### config.mk
export PLATFORM = sky130hd
export DESIGN_NAME = irq_accept_unit
export DESIGN_NICKNAME = d
export VERILOG_FILES = /design/src/rtl/irq_pkg.sv /design/src/rtl/irq_prio_enc.sv /design/src/rtl/irq_flag_ctl.sv /design/src/rtl/irq_push_seq.sv /design/src/rtl/irq_accept_unit.sv
export SDC_FILE = /design/constraint.sdc
export NUM_CORES = 1
export LEC_CHECK = 0
export BUFFER_PORTS_ARGS = -buffer_cell sky130_fd_sc_hd__buf_2
export CAP_MARGIN = 10
export CORE_MARGIN = 4
export CORE_UTILIZATION = 25
export CTS_BUF_LIST = sky130_fd_sc_hd__clkbuf_8
export DETAILED_ROUTE_END_ITERATION = 7
export GPL_TIMING_DRIVEN = 0
export PLACE_DENSITY = 0.56
export SYNTH_ARGS = -nofsm -noshare
export SYNTH_HDL_FRONTEND = slang
export SYNTH_SLANG_ARGS = --single-unit
### constraint.sdc
create_clock -name clk -period 3.16 [get_ports clk]
set_clock_uncertainty 0.05 [all_clocks]
set_input_delay 0.632 -clock clk [delete_from_list [all_inputs] [get_ports clk]]
set_output_delay 0.632 -clock clk [all_outputs]
set_load 0.01 [all_outputs]
### src/rtl/irq_pkg.sv
package irq_pkg;
   localparam int PAGE_W   = 4;
   localparam int STEP_W   = 8;
   localparam int NIB_W    = 4;
   localparam int RET_W    = PAGE_W + STEP_W;
   localparam int PUSH_N   = RET_W / NIB_W;
   localparam int MAX_VEC  = 15;
   localparam logic [PAGE_W-1:0] VEC_PAGE = 4'h1;
endpackage

### src/rtl/irq_prio_enc.sv
module irq_prio_enc #(
   parameter int NUM_VEC   = 15,
   parameter bit LOW_FIRST = 1'b1,
   parameter int VN_W      = 4
) (
   input  logic [NUM_VEC-1:0] req,
   output logic               any,
   output logic [VN_W-1:0]    idx
);
   assign any = |req;

   generate
      if (LOW_FIRST) begin : g_low
         always_comb begin
            idx = '0;
            for (int i = NUM_VEC - 1; i >= 0; i--) begin
               if (req[i]) idx = VN_W'(i + 1);
            end
         end
      end else begin : g_high
         always_comb begin
            idx = '0;
            for (int i = 0; i < NUM_VEC; i++) begin
               if (req[i]) idx = VN_W'(i + 1);
            end
         end
      end
   endgenerate
endmodule

### src/rtl/irq_flag_ctl.sv
module irq_flag_ctl (
   input  logic clk,
   input  logic rst_n,
   input  logic boundary,
   input  logic set_req,
   input  logic clr_req,
   input  logic take,
   output logic ien
);
   always_ff @(posedge clk or negedge rst_n) begin
      if (!rst_n) begin
         ien <= 1'b0;
      end else if (take) begin
         ien <= 1'b0;
      end else if (boundary && clr_req) begin
         ien <= 1'b0;
      end else if (boundary && set_req) begin
         ien <= 1'b1;
      end
   end
endmodule

### src/rtl/irq_push_seq.sv
module irq_push_seq
   import irq_pkg::*;
#(
   parameter int RW = RET_W,
   parameter int NW = NIB_W
) (
   input  logic          clk,
   input  logic          rst_n,
   input  logic          start,
   input  logic [RW-1:0] ret,
   output logic          we,
   output logic [NW-1:0] data
);
   localparam int N   = RW / NW;
   localparam int CW  = $clog2(N + 1);

   logic [RW-1:0] sh;
   logic [CW-1:0] cnt;

   initial begin
      assert (RW % NW == 0) else $error("return width must be a whole number of nibbles");
   end

   always_ff @(posedge clk or negedge rst_n) begin
      if (!rst_n) begin
         sh  <= '0;
         cnt <= '0;
      end else if (start) begin
         sh  <= ret;
         cnt <= CW'(N);
      end else if (cnt != '0) begin
         sh  <= sh << NW;
         cnt <= cnt - CW'(1);
      end
   end

   assign we   = (cnt != '0);
   assign data = sh[RW-1 -: NW];
endmodule

### src/rtl/irq_accept_unit.sv
module irq_accept_unit
   import irq_pkg::*;
#(
   parameter int NUM_VEC   = 15,
   parameter int BANK_W    = 1,
   parameter bit LOW_FIRST = 1'b1,
   parameter int VN_W      = $clog2(NUM_VEC + 1),
   parameter int ADDR_W    = BANK_W + PAGE_W + STEP_W
) (
   input  logic               clk,
   input  logic               rst_n,
   input  logic [NUM_VEC-1:0] irq_req,
   input  logic               insn_done,
   input  logic               dec_ei,
   input  logic               dec_di,
   input  logic               dec_pset,
   input  logic               halted,
   input  logic [BANK_W-1:0]  cur_bank,
   input  logic [PAGE_W-1:0]  pc_page,
   input  logic [STEP_W-1:0]  pc_step,
   output logic               take,
   output logic               npp_set,
   output logic               wake,
   output logic [VN_W-1:0]    vec_num,
   output logic [ADDR_W-1:0]  vec_addr,
   output logic               ien,
   output logic               push_we,
   output logic [NIB_W-1:0]   push_data
);
   initial begin
      assert (NUM_VEC >= 1 && NUM_VEC <= MAX_VEC) else $error("NUM_VEC out of range");
      assert (BANK_W >= 1) else $error("BANK_W must be at least 1");
      assert (VN_W <= STEP_W) else $error("vector number wider than step field");
   end

   logic any_req;
   logic [VN_W-1:0] idx;
   logic boundary_ok;
   logic blocked;

   irq_prio_enc #(
      .NUM_VEC  (NUM_VEC),
      .LOW_FIRST(LOW_FIRST),
      .VN_W     (VN_W)
   ) u_prio (
      .req(irq_req),
      .any(any_req),
      .idx(idx)
   );

   // halted cores have no boundary strobe; the halt state itself is a boundary
   assign boundary_ok = insn_done || halted;
   // disable acts on its own step; page-set keeps its branch partner atomic
   assign blocked     = (insn_done && (dec_di || dec_pset)) || push_we;
   assign take        = boundary_ok && ien && any_req && !blocked;

   irq_flag_ctl u_flag (
      .clk     (clk),
      .rst_n   (rst_n),
      .boundary(insn_done),
      .set_req (dec_ei),
      .clr_req (dec_di),
      .take    (take),
      .ien     (ien)
   );

   irq_push_seq #(
      .RW(RET_W),
      .NW(NIB_W)
   ) u_push (
      .clk  (clk),
      .rst_n(rst_n),
      .start(take),
      .ret  ({pc_page, pc_step}),
      .we   (push_we),
      .data (push_data)
   );

   assign npp_set  = take;
   assign wake     = take && halted;
   assign vec_num  = idx;
   assign vec_addr = {cur_bank, VEC_PAGE, STEP_W'(idx)};
endmodule

==> impl_results.md <==
- Status: finished clean
- Worst flop-to-flop path startpoint: u_push.cnt[0]
- Standard cell with the maximum stage delay on the critical path: nor4_4
- Antenna Diode Count: 0
- Buffering stage count on the worst path with inverters included: 4
- Lkg Pwr: a little under 0.0008 uW
- Leading cell type in the layout, fill and taps excluded: buf_2
- Clock Pin Slew Worst Setup and Hold Paths: 60 ps
- Crit path cell chain: buf_2 > nor4_4 > nand4_2 > and4_4 > buf_6 > buf_8 > and2_1 > buf_2
- Required time of the critical path: between 2000 and 2500 ps
- Final count of negative-setup-slack endpoints: 0
- Global placement routability congestion: 0.682
- Std-Cell Core Area: 4060 sq um
- # port buffers: a little over 50
- Share of async-settable or async-resettable flops after synthesis: 100%
- Critical Setup Path Class: input port to output port
- Number of slew-limit violations in the final report: 0
- Period Utilization, post-route: 85.3%
- Slew of the pin with the lowest slew margin: 504 ps
- F_max: 371 MHz
- Netlist area before placement: 1070 sq um
- Power per cell area: slightly below 500 nW/um^2
- Startpoint type of the worst setup path: input port
- Setup tns final: 0 ps
- Setup repair after global routing missed its margin: false
- Detailed-route via count: 913
- Leading register cell type out of synthesis: dfrtp_1
- Number of clock sinks: 15
- Half-perimeter wire length after detailed placement: 2050 um
- Synthesized instance count: 107
- Kind of end point of the critical path: output port
- Share of final-layout standard cells stronger than drive strength 1: roughly 49%
- Final wirelength: 2430 um
- Initial standard-cell utilization of the core: 26.3%
- Clk root buf: clkbuf_8
- Postcts setup bufs: 0
- GRT Total Usage: under 10%
- Site Rows: 23
- Area of the die: 5370 sq um
- CTS tree: done
- Synthesis-stage register bit count: 15
- Area leader, netlist: dfrtp_1
- Register-to-register setup slack: 1540 ps
- Maximum number of pins on one net before global-route repair: 16
- Mean Syn Cell Area: around 10 sq um
- Vias per inst: 4.19
- Family of cells with the greatest summed delay on the critical path: simple AND/OR/NAND/NOR gates
- DR WL/cell: 11.1 um
- Delay of the slowest cell on the worst path: 330 ps
- Net total in the final layout: 205
- Yosys warnings: 0
- Worst min path class: input port to async pin
- Final number of hold-violating endpoints: 0
- Height of the die: 73.3 um
- Worst path arrival time: 2010 ps
- DRC viols: 0
- Maximum level of the CTS H-tree: 1
- Total power draw: approximately 710 uW
- Fillers: 424
- # IOs: slightly above 60
- Latest clock arrival within the worst-skew pair: 250 ps
- Share of the synthesized area in the top cell type: 35.2%
- Count of flip-flops with a built-in enable after synthesis: 0
- Cell repeated most along the worst path: buf_2
- Reg-to-Reg End: u_push.sh[10]
- Via count of the first global-routing pass: ~940
- Relative max-transition margin: 66.3%
- Number of buffers created by CTS: 3
- Max-cap violations: 0
- Post-DRT Antenna Nets: 0
- # hold bufs at CTS: 0
- Wire length of the first global-routing pass: 4040 um
- First-pass iteration count of the detailed router: 4
- Synthesis-to-finish area growth: 36.3%
- Leading cell types in the layout, fill and taps excluded: buf_2 (51), buf_4 (18), dfrtp_1 (15), nor2b_1 (10)
- Max VDD drop: 0.000166 V
- Remaining Overflow, GRT: 0
- Maximum clock path buffer count: 2
- Horiz. Die Dim: around 73 um
- DR iter-0 viols: 23
- Number of distinct library cells after synthesis: 30
- Worst-path fanout max: 11
- Dominant cells by area after synthesis: dfrtp_1 (35%), buf_4 (13%), a221o_1 (8.5%)
- Number of gates given a new drive strength after cts: 0
- Depth of the most critical reg-to-reg path: 5
- Minimum clock period after layout: 2700 ps
- Fraction of the yosys area taken by sequential cells: 35.2%
- Number of antenna violations at the first check in global routing: 0
-- sequential cells by signal, indices dropped and copies added, names as in the netlist --
register    cells
u_push.sh      12
u_flag.ien      1
u_push.cnt      2
-- layout make-up --
cell class	instances	area, sq um	share of cell area, %
multi-input combinational	68	514	35.4
clock buffer	3	41.3	2.84
sequential	15	375	25.8
tap	50	62.6	4.31
inverter	9	33.8	2.33
timing repair buffer	51	255	17.6
buffer	21	165	11.4
clock inverter	1	5.00	0.345
-- layer usage --
| layer | global-route usage [%] | wire length, um | vias to the layer above | share of wire [%] |
|---|---|---|---|---|
| li1 | - | - | 471 | - |
| met1 | 10.8 | 966 | 411 | 40 |
| met2 | 17.5 | 1300 | 29 | 54 |
| met3 | 1.37 | 135 | 2 | 5.6 |
| met4 | 4.23 | 25 | 0 | 1.0 |
| met5 | 0 | 0 | - | 0 |
-- worst register-to-register path, delay by kind of cell (launching register included) --
family / cells / cell delay (ps)
adders and majority gates: 1 / 250
and+or+nand+nor: 1 / 90
DFF: 1 / 380
AOI/OAI and AO/OA: 1 / 270
buffers and inverters: 2 / 460
-- per-stage QoR --
step                      hold WS [ps]  cell area, sq um  util [%]  std cells  setup slack, ps
after floorplan                    286              1090         -        113              770
after global placement             440              1410      34.7        214              446
after detailed placement           444              1410      34.7        214              441
after CTS                          238              1450      35.8        218              440
after global routing               246              1450      35.8        218              375
final                              228              1450      35.8        218              463
-- synthesized netlist by cell type (all sizes together) (2+ instances only) --
library cell   n
buf           20
mux2i          5
conb           2
nor2           7
a211oi         2
inv            9
a21oi          3
dfrtp         15
nand2b         2
nand2          5
nor2b         10
nor4           3
a221o          9
-- power breakdown --
part           switching (uW)  total (uW)  internal (uW)
registers                24.7         262            238
clock network            65.6         153           87.1
logic                     151         293            142
total                     241         708            467
-- worst max-delay path by stage --
stage                      from    to  slack, ps  cells after the start
floorplan            irq_req[7]  wake        770                      6
global placement    irq_req[11]  wake        450                      8
detailed placement  irq_req[11]  wake        440                      8
CTS                 irq_req[11]  wake        440                      8
global route         irq_req[5]  wake        380                      8
finish              irq_req[11]  wake        460                      8
-- kinds of logic after synthesis --
| kind of cell | share of synthesized area (%) |
|---|---|
| simple gates | 21.6 |
| buf+inv | 18.7 |
| compound gates | 16.1 |
| flops | 35.2 |
| mux | 5.75 |
| other cells | 0.704 |
| fa+ha+maj | 1.17 |
| xor+xnor | 0.822 |
(Power assumes the default switching activity.)
